**config.mk**
```make
export PLATFORM = sky130hd
export DESIGN_NAME = prng_dstep_unit
export DESIGN_NICKNAME = d
export VERILOG_FILES = /design/src/rtl/prng_dstep_pkg.sv /design/src/rtl/xo_step.sv /design/src/rtl/xo_scramble.sv /design/src/rtl/xo_forward.sv /design/src/rtl/prng_dstep_unit.sv
export SDC_FILE = /design/constraint.sdc
export NUM_CORES = 1
export LEC_CHECK = 0
export BUFFER_PORTS_ARGS = -buffer_cell sky130_fd_sc_hd__buf_2
export CORE_MARGIN = 1.5
export CORE_UTILIZATION = 54
export CTS_CLUSTER_SIZE = 30
export DETAILED_ROUTE_END_ITERATION = 8
export PLACE_DENSITY = 0.81
export SLEW_MARGIN = 25
export SYNTH_ARGS = -nofsm -noshare
export SYNTH_HDL_FRONTEND = slang
export SYNTH_HIERARCHICAL = 1
export SYNTH_SLANG_ARGS = --single-unit
```
**constraint.sdc**
```tcl
create_clock -name clk -period 5.4 [get_ports clk]
set_clock_uncertainty 0.05 [all_clocks]
set_input_delay 0.54 -clock clk [delete_from_list [all_inputs] [get_ports clk]]
set_output_delay 0.54 -clock clk [all_outputs]
set_load 0.05 [all_outputs]
```
**src/rtl/prng_dstep_pkg.sv**
```systemverilog
// Package: default geometry and step constants shared by the generator unit.
// Assumes: the state is two equal halves; rotation amounts are below the half width.
package prng_dstep_pkg;
    localparam int XO_HALF_W = 16;  // width of one state half
    localparam int XO_ROT_A  = 14;  // rotate applied to the low half
    localparam int XO_SHL_B  = 2;   // left shift applied to the mixed word
    localparam int XO_ROT_C  = 7;   // rotate forming the new high half
    localparam int XO_STEPS  = 2;   // steps chained per command
endpackage

```
**src/rtl/xo_step.sv**
```systemverilog
// Module: one combinational xorshift-rotate step on a two-half state.
// Assumes: low half in the lower bits; ROT_A, SHL_B and ROT_C all lie in 1..HALF_W-1.
module xo_step #(
    parameter int HALF_W = prng_dstep_pkg::XO_HALF_W,
    parameter int ROT_A  = prng_dstep_pkg::XO_ROT_A,
    parameter int SHL_B  = prng_dstep_pkg::XO_SHL_B,
    parameter int ROT_C  = prng_dstep_pkg::XO_ROT_C
) (
    input  logic [2*HALF_W-1:0] state_i,
    output logic [2*HALF_W-1:0] state_o
);
    logic [HALF_W-1:0] lo, hi, mix, lo_rot, new_lo, new_hi;

    // Split, mix and recombine the halves.
    always_comb begin
        lo     = state_i[HALF_W-1:0];
        hi     = state_i[2*HALF_W-1:HALF_W];
        mix    = lo ^ hi;
        lo_rot = (lo << ROT_A) | (lo >> (HALF_W - ROT_A));
        new_lo = lo_rot ^ (mix << SHL_B) ^ mix;
        new_hi = (mix << ROT_C) | (mix >> (HALF_W - ROT_C));
        state_o = {new_hi, new_lo};
    end
endmodule

```
**src/rtl/xo_scramble.sv**
```systemverilog
// Module: turns one post-step state into a parity-adjusted output word.
// Assumes: the full-width sum plus carry feeds the parity; the carry itself is dropped.
module xo_scramble #(
    parameter int HALF_W = prng_dstep_pkg::XO_HALF_W
) (
    input  logic [2*HALF_W-1:0] state_i,
    output logic [HALF_W-1:0]   word_o
);
    logic [HALF_W:0] sum;

    // Add halves with carry, then put the total parity in the low bit.
    always_comb begin
        sum    = {1'b0, state_i[HALF_W-1:0]} + {1'b0, state_i[2*HALF_W-1:HALF_W]};
        word_o = {sum[HALF_W-1:1], ^sum};
    end
endmodule

```
**src/rtl/xo_forward.sv**
```systemverilog
// Module: holds the generator result for the next issued instruction and shields interrupts.
// Assumes: cmd_i and issue_i are single-cycle strobes from the issue stage; a command wins a tie.
module xo_forward #(
    parameter int RES_W = 32
) (
    input  logic             clk,
    input  logic             rst_n,
    input  logic             cmd_i,
    input  logic             issue_i,
    input  logic [RES_W-1:0] result_i,
    input  logic [RES_W-1:0] operand_i,
    output logic [RES_W-1:0] operand_o,
    output logic             hold_o
);
    logic             fwd_q;
    logic [RES_W-1:0] res_q;

    // Forward flag: set by a command, dropped by the consuming issue.
    always_ff @(posedge clk) begin
        if (!rst_n)        fwd_q <= 1'b0;
        else if (cmd_i)    fwd_q <= 1'b1;
        else if (issue_i)  fwd_q <= 1'b0;
    end

    // Result register: loaded on each command.
    always_ff @(posedge clk) begin
        if (!rst_n)     res_q <= '0;
        else if (cmd_i) res_q <= result_i;
    end

    // Operand substitution and interrupt shield.
    always_comb begin
        operand_o = fwd_q ? res_q : operand_i;
        hold_o    = fwd_q;
    end

    AST_FWD_SET: assert property (@(posedge clk) disable iff (!rst_n)
        cmd_i |=> hold_o);
    AST_FWD_CLEAR: assert property (@(posedge clk) disable iff (!rst_n)
        (issue_i && !cmd_i) |=> !hold_o);
    AST_HOLD_STABLE: assert property (@(posedge clk) disable iff (!rst_n)
        (!cmd_i && !issue_i) |=> ($stable(hold_o) && $stable(res_q)));
    AST_SHIELD_CAUSE: assert property (@(posedge clk) disable iff (!rst_n)
        $rose(hold_o) |-> $past(cmd_i));
endmodule

```
**src/rtl/prng_dstep_unit.sv**
```systemverilog
// Module: top of the double-step random number unit. Chains STEPS steps in one cycle,
// scrambles each step's state into one result word, and forwards the result.
// Assumes: the write-back of state_out to the register is handled by the pipeline.
module prng_dstep_unit #(
    parameter int HALF_W = prng_dstep_pkg::XO_HALF_W,
    parameter int STEPS  = prng_dstep_pkg::XO_STEPS,
    parameter int ROT_A  = prng_dstep_pkg::XO_ROT_A,
    parameter int SHL_B  = prng_dstep_pkg::XO_SHL_B,
    parameter int ROT_C  = prng_dstep_pkg::XO_ROT_C,
    localparam int ST_W  = 2 * HALF_W,
    localparam int RES_W = STEPS * HALF_W
) (
    input  logic             clk,
    input  logic             rst_n,
    input  logic             cmd_valid,
    input  logic [ST_W-1:0]  state_in,
    output logic [ST_W-1:0]  state_out,
    input  logic             issue_strobe,
    input  logic [RES_W-1:0] src_operand_in,
    output logic [RES_W-1:0] src_operand_out,
    output logic             irq_hold
);
    logic [ST_W-1:0]  chain [0:STEPS];
    logic [RES_W-1:0] result_d;

    assign chain[0] = state_in;

    // One step plus one scrambler per chained iteration; step g fills word g.
    for (genvar g = 0; g < STEPS; g++) begin : g_iter
        xo_step #(
            .HALF_W(HALF_W), .ROT_A(ROT_A), .SHL_B(SHL_B), .ROT_C(ROT_C)
        ) u_step (
            .state_i(chain[g]),
            .state_o(chain[g+1])
        );
        xo_scramble #(.HALF_W(HALF_W)) u_scr (
            .state_i(chain[g+1]),
            .word_o (result_d[g*HALF_W +: HALF_W])
        );
    end

    assign state_out = chain[STEPS];

    xo_forward #(.RES_W(RES_W)) u_fwd (
        .clk      (clk),
        .rst_n    (rst_n),
        .cmd_i    (cmd_valid),
        .issue_i  (issue_strobe),
        .result_i (result_d),
        .operand_i(src_operand_in),
        .operand_o(src_operand_out),
        .hold_o   (irq_hold)
    );

    AST_ZERO_STATE: assert property (@(posedge clk) disable iff (!rst_n)
        (state_in == '0) |-> (state_out == '0));
    AST_ZERO_RESULT: assert property (@(posedge clk) disable iff (!rst_n)
        (cmd_valid && state_in == '0) |=> (src_operand_out == '0));
endmodule

```
==> flow_summary_export.csv <==
group,metric,value,unit
clock_network,numCtsBuffers,5,
route,vias,3717,
worst_setup_path,crit_path_start_kind,"input pin",
die,design.die.area,9380,um^2
timing,slew_headroom,0.341,
worst_hold_path,hold_path_depth,2,
clock_network,post_cts.repair.setup_buffers,0,
clock_network,cts.reportedPaths.clkPinSlew,70,ps
worst_hold_path,timing.hold.worst.class,"reg -> reg",
clock_network,postCtsResizedCells,0,
die,floorplan.initialDensity,0.551,
route,totalWireLength,12.0,mm
route,detailedRoute.firstPassIterationCount,5,
place,gp_congestion,0.945,
yosys,synthesized_instance_count,428,
timing,finalHoldViolCount,0,
clock_network,cts.root.buffer_cell,"sky130_fd_sc_hd__clkbuf_8",
yosys,post_synth_instance_area,4760,um^2
place,post-place-cells,665,
die,io_pins,133,
finish,drive_above_1_share,0.385,
place,pre_cts_ws,37.0,ps
global_route,grt-ovfl-total,0,
clock_network,clock_sink_count,33,
timing,rsz0062_at_grt,"false",
die,die_width,96.8,um
worst_setup_path,cp_data_arrival_time,5310,ps
route,drtIter0Drc,164,
timing,fin_setup_tns,0,ps
worst_hold_path,min_from,"u_fwd/res_q[31]$_SDFFE_PN0P_",
yosys,synth-warning-count,6,
run,drv.max_cap_violation_count,0,
timing,setup_ws_post_layout,276,ps
finish,nNetsFinal,666,
timing,fmax,0.195,GHz
global_route,antenna_violations_before_repair,0,
global_route,gr-usage-all-layers,0.252,
worst_setup_path,crit_type,"in -> reg",
yosys,number_of_enable_type_register_cells_in_the_synthesized_netlist,0,
worst_setup_path,ff2ff_path_depth,2,
place,placement.io_buffers,132,
clock_network,tritoncts,"built",
yosys,synth_cell_types,53,
route,vias_per_cell,5.53,
worst_setup_path,crit-reg2reg-launch,"u_fwd/hold_o$_SDFFE_PN0P_",
yosys,synth_area_per_cell,11.1,um^2
die,die_y,96.8,um
global_route,number_of_global_route_vias_before_repair,3785,
finish,antenna_cells_inserted,0,
global_route,grt_max_degree,35,
timing,min_period_over_period,0.949,
timing,slew_violations,0,
route,postRouteAntennaNets,0,
worst_setup_path,worst_r2r_endpoint,"u_fwd/hold_o$_SDFFE_PN0P_",
global_route,grt_pass1_wl,19.1,mm
worst_setup_path,endpoint_kind,"flop",
route,detail_route.wl_per_cell,17.9,um
yosys,ys_seq_elements,33,
finish,final_cells,672,
worst_setup_path,setup.reg_to_reg.worst_slack,4200,ps
status,outcome,"finished clean",
place,hpwlAfterDp,9.89,mm
finish,area_delta_synth_final,17.2,%
worst_hold_path,worst_hold_path.endpoint,"u_fwd/res_q[31]$_SDFFE_PN0P_",
worst_setup_path,timing.critical_path.required,5590,ps
clock_network,postCtsHoldBufs,0,
die,fp.coreArea,8640,um^2
route,drt_drc_violations_left,0,
yosys,synth_fp_nets,530,
worst_setup_path,cp_max_fo,4,
clock_network,clock_tree.htree_level_count,2,
clock_network,clk-insertion-delay-late,290,ps
yosys,primary_ff_master_synth,"sky130_fd_sc_hd__dfxtp_1",
timing,timing_worst_slew_pin_value,989,ps
timing,setup_viol_count_final,0,
yosys,ys_async_sr_fraction,0,
timing,final_period_minus_worst_setup_slack,5120,ps
yosys,seq_area_frac_synth,0.139,
clock_network,ctsLongestPathBuffers,2,
die,rows,34,
[layout by cell type, fill, tap and decap left out, types with 5 or more instances in the layout]
cell type,netlist,final
sky130_fd_sc_hd__a21o_1,5,5
sky130_fd_sc_hd__a21oi_1,23,23
sky130_fd_sc_hd__buf_2,0,132
sky130_fd_sc_hd__buf_4,0,8
sky130_fd_sc_hd__clkbuf_8,0,6
sky130_fd_sc_hd__dfxtp_1,33,32
sky130_fd_sc_hd__ha_1,32,32
sky130_fd_sc_hd__inv_1,20,20
sky130_fd_sc_hd__mux2_4,30,30
sky130_fd_sc_hd__mux2i_1,33,33
sky130_fd_sc_hd__nand2_1,10,10
sky130_fd_sc_hd__nand3_1,6,6
sky130_fd_sc_hd__nor2_1,8,8
sky130_fd_sc_hd__nor2b_1,32,32
sky130_fd_sc_hd__o21ai_0,12,12
sky130_fd_sc_hd__o21bai_1,6,6
sky130_fd_sc_hd__xnor2_1,32,32
sky130_fd_sc_hd__xnor2_2,11,11
sky130_fd_sc_hd__xnor3_1,32,32
sky130_fd_sc_hd__xor2_1,30,27
sky130_fd_sc_hd__xor2_2,11,14
[routing by layer]
layer / vias to the layer above / share of wire / GRT usage
met5: - / 0 / 0
met4: 0 / 0.026 / 0.0747
met3: 26 / 0.051 / 0.0455
met2: 138 / 0.52 / 0.469
met1: 1775 / 0.40 / 0.294
li1: 1778 / - / -
[logic make-up after synthesis]
| group | after synthesis | share of synthesized area |
|---|---|---|
| and+or+nand+nor | 74 | 0.0910 |
| xor gates and xnor gates | 120 | 0.361 |
| muxes | 65 | 0.169 |
| DFF | 33 | 0.139 |
| AOI/OAI and AO/OA | 71 | 0.0994 |
| adders and majority gates | 34 | 0.0926 |
| buffers and inverters | 31 | 0.0481 |
[sequential cells by signal (all words and copies together), names as in the netlist]
register	flops
u_fwd/hold_o	1
u_fwd/res_q	32
[worst max-delay path, stage by stage]
cell	delay, ps
sky130_fd_sc_hd__buf_2	120
sky130_fd_sc_hd__xor2_2	410
sky130_fd_sc_hd__xor2_1	540
sky130_fd_sc_hd__xor2_2	420
sky130_fd_sc_hd__xor2_1	220
sky130_fd_sc_hd__ha_1	290
sky130_fd_sc_hd__fa_1	420
sky130_fd_sc_hd__a211oi_1	310
sky130_fd_sc_hd__o21bai_1	120
sky130_fd_sc_hd__a21oi_1	200
sky130_fd_sc_hd__xnor2_1	200
sky130_fd_sc_hd__xor2_1	250
sky130_fd_sc_hd__xnor3_1	360
sky130_fd_sc_hd__xnor2_1	190
sky130_fd_sc_hd__xnor3_1	340
sky130_fd_sc_hd__xnor2_1	160
sky130_fd_sc_hd__mux2i_1	90
sky130_fd_sc_hd__nor2b_1	130
[worst max path at each step]
stage / start / endpoint / slack, ps / cells after the start
2_1_floorplan: state_in[16] / u_fwd/res_q[16]$_SDFFE_PN0P_ / 3 / 17
3_3_place_gp: state_in[16] / u_fwd/res_q[16]$_SDFFE_PN0P_ / 90 / 18
3_5_place_dp: state_in[16] / u_fwd/res_q[16]$_SDFFE_PN0P_ / 40 / 18
4_1_cts: state_in[16] / u_fwd/res_q[16]$_SDFFE_PN0P_ / 310 / 18
5_1_grt: state_in[16] / u_fwd/res_q[16]$_SDFFE_PN0P_ / 110 / 18
6_report: state_in[16] / u_fwd/res_q[16]$_SDFFE_PN0P_ / 280 / 18
[cell type report]
class,count,area [um^2]
clock inverters,1,7.51
well taps,108,135
clock buffers,6,82.6
repair buffers,140,721
flip-flops and latches,33,664
multi-input cells,364,3890
inverters,20,75.1
fillers,749,3060
[synth_stat cells, types with 2 or more instances]
cell | n | area, um^2
sky130_fd_sc_hd__nand2_1 | 10 | 37.5
sky130_fd_sc_hd__o21ai_0 | 12 | 60.1
sky130_fd_sc_hd__buf_12 | 6 | 120
sky130_fd_sc_hd__mux2i_1 | 33 | 330
sky130_fd_sc_hd__dfxtp_1 | 33 | 661
sky130_fd_sc_hd__nand2b_1 | 4 | 25.0
sky130_fd_sc_hd__buf_6 | 2 | 22.5
sky130_fd_sc_hd__mux2_4 | 30 | 450
sky130_fd_sc_hd__a21oi_1 | 23 | 115
sky130_fd_sc_hd__fa_1 | 2 | 40.0
sky130_fd_sc_hd__o21ai_1 | 3 | 15.0
sky130_fd_sc_hd__xnor3_1 | 32 | 721
sky130_fd_sc_hd__a2111oi_0 | 4 | 35.0
sky130_fd_sc_hd__xor3_1 | 4 | 95.1
sky130_fd_sc_hd__xnor2_2 | 11 | 179
sky130_fd_sc_hd__a31oi_1 | 2 | 12.5
sky130_fd_sc_hd__and3_1 | 3 | 18.8
sky130_fd_sc_hd__nand4_1 | 2 | 12.5
sky130_fd_sc_hd__ha_1 | 32 | 400
sky130_fd_sc_hd__inv_1 | 20 | 75.1
sky130_fd_sc_hd__nor2_1 | 8 | 30.0
sky130_fd_sc_hd__xor2_1 | 30 | 263
sky130_fd_sc_hd__nor2b_1 | 32 | 200
sky130_fd_sc_hd__xnor2_1 | 32 | 280
sky130_fd_sc_hd__a21o_1 | 5 | 37.5
sky130_fd_sc_hd__clkbuf_1 | 3 | 11.3
sky130_fd_sc_hd__xor2_2 | 11 | 179
sky130_fd_sc_hd__o21bai_1 | 6 | 45.0
sky130_fd_sc_hd__o22ai_2 | 2 | 25.0
sky130_fd_sc_hd__nand3_1 | 6 | 30.0
sky130_fd_sc_hd__a21oi_2 | 2 | 17.5
sky130_fd_sc_hd__mux2_2 | 2 | 22.5
[stage by stage]
| step | area [um^2] | utilization | hold WS (ps) |
|---|---|---|---|
| after global placement | 5480 | 0.635 | 446 |
| after detailed placement | 5480 | 0.635 | 450 |
| after CTS | 5570 | 0.645 | 468 |
| final | 5570 | 0.645 | 467 |
| after global routing | 5570 | 0.645 | 496 |
| after floorplan | 4780 | - | 427 |
Power is left out: the tool's default activity adds up to more than one toggle a clock period on the data nets, which glitch-free logic cannot reach.
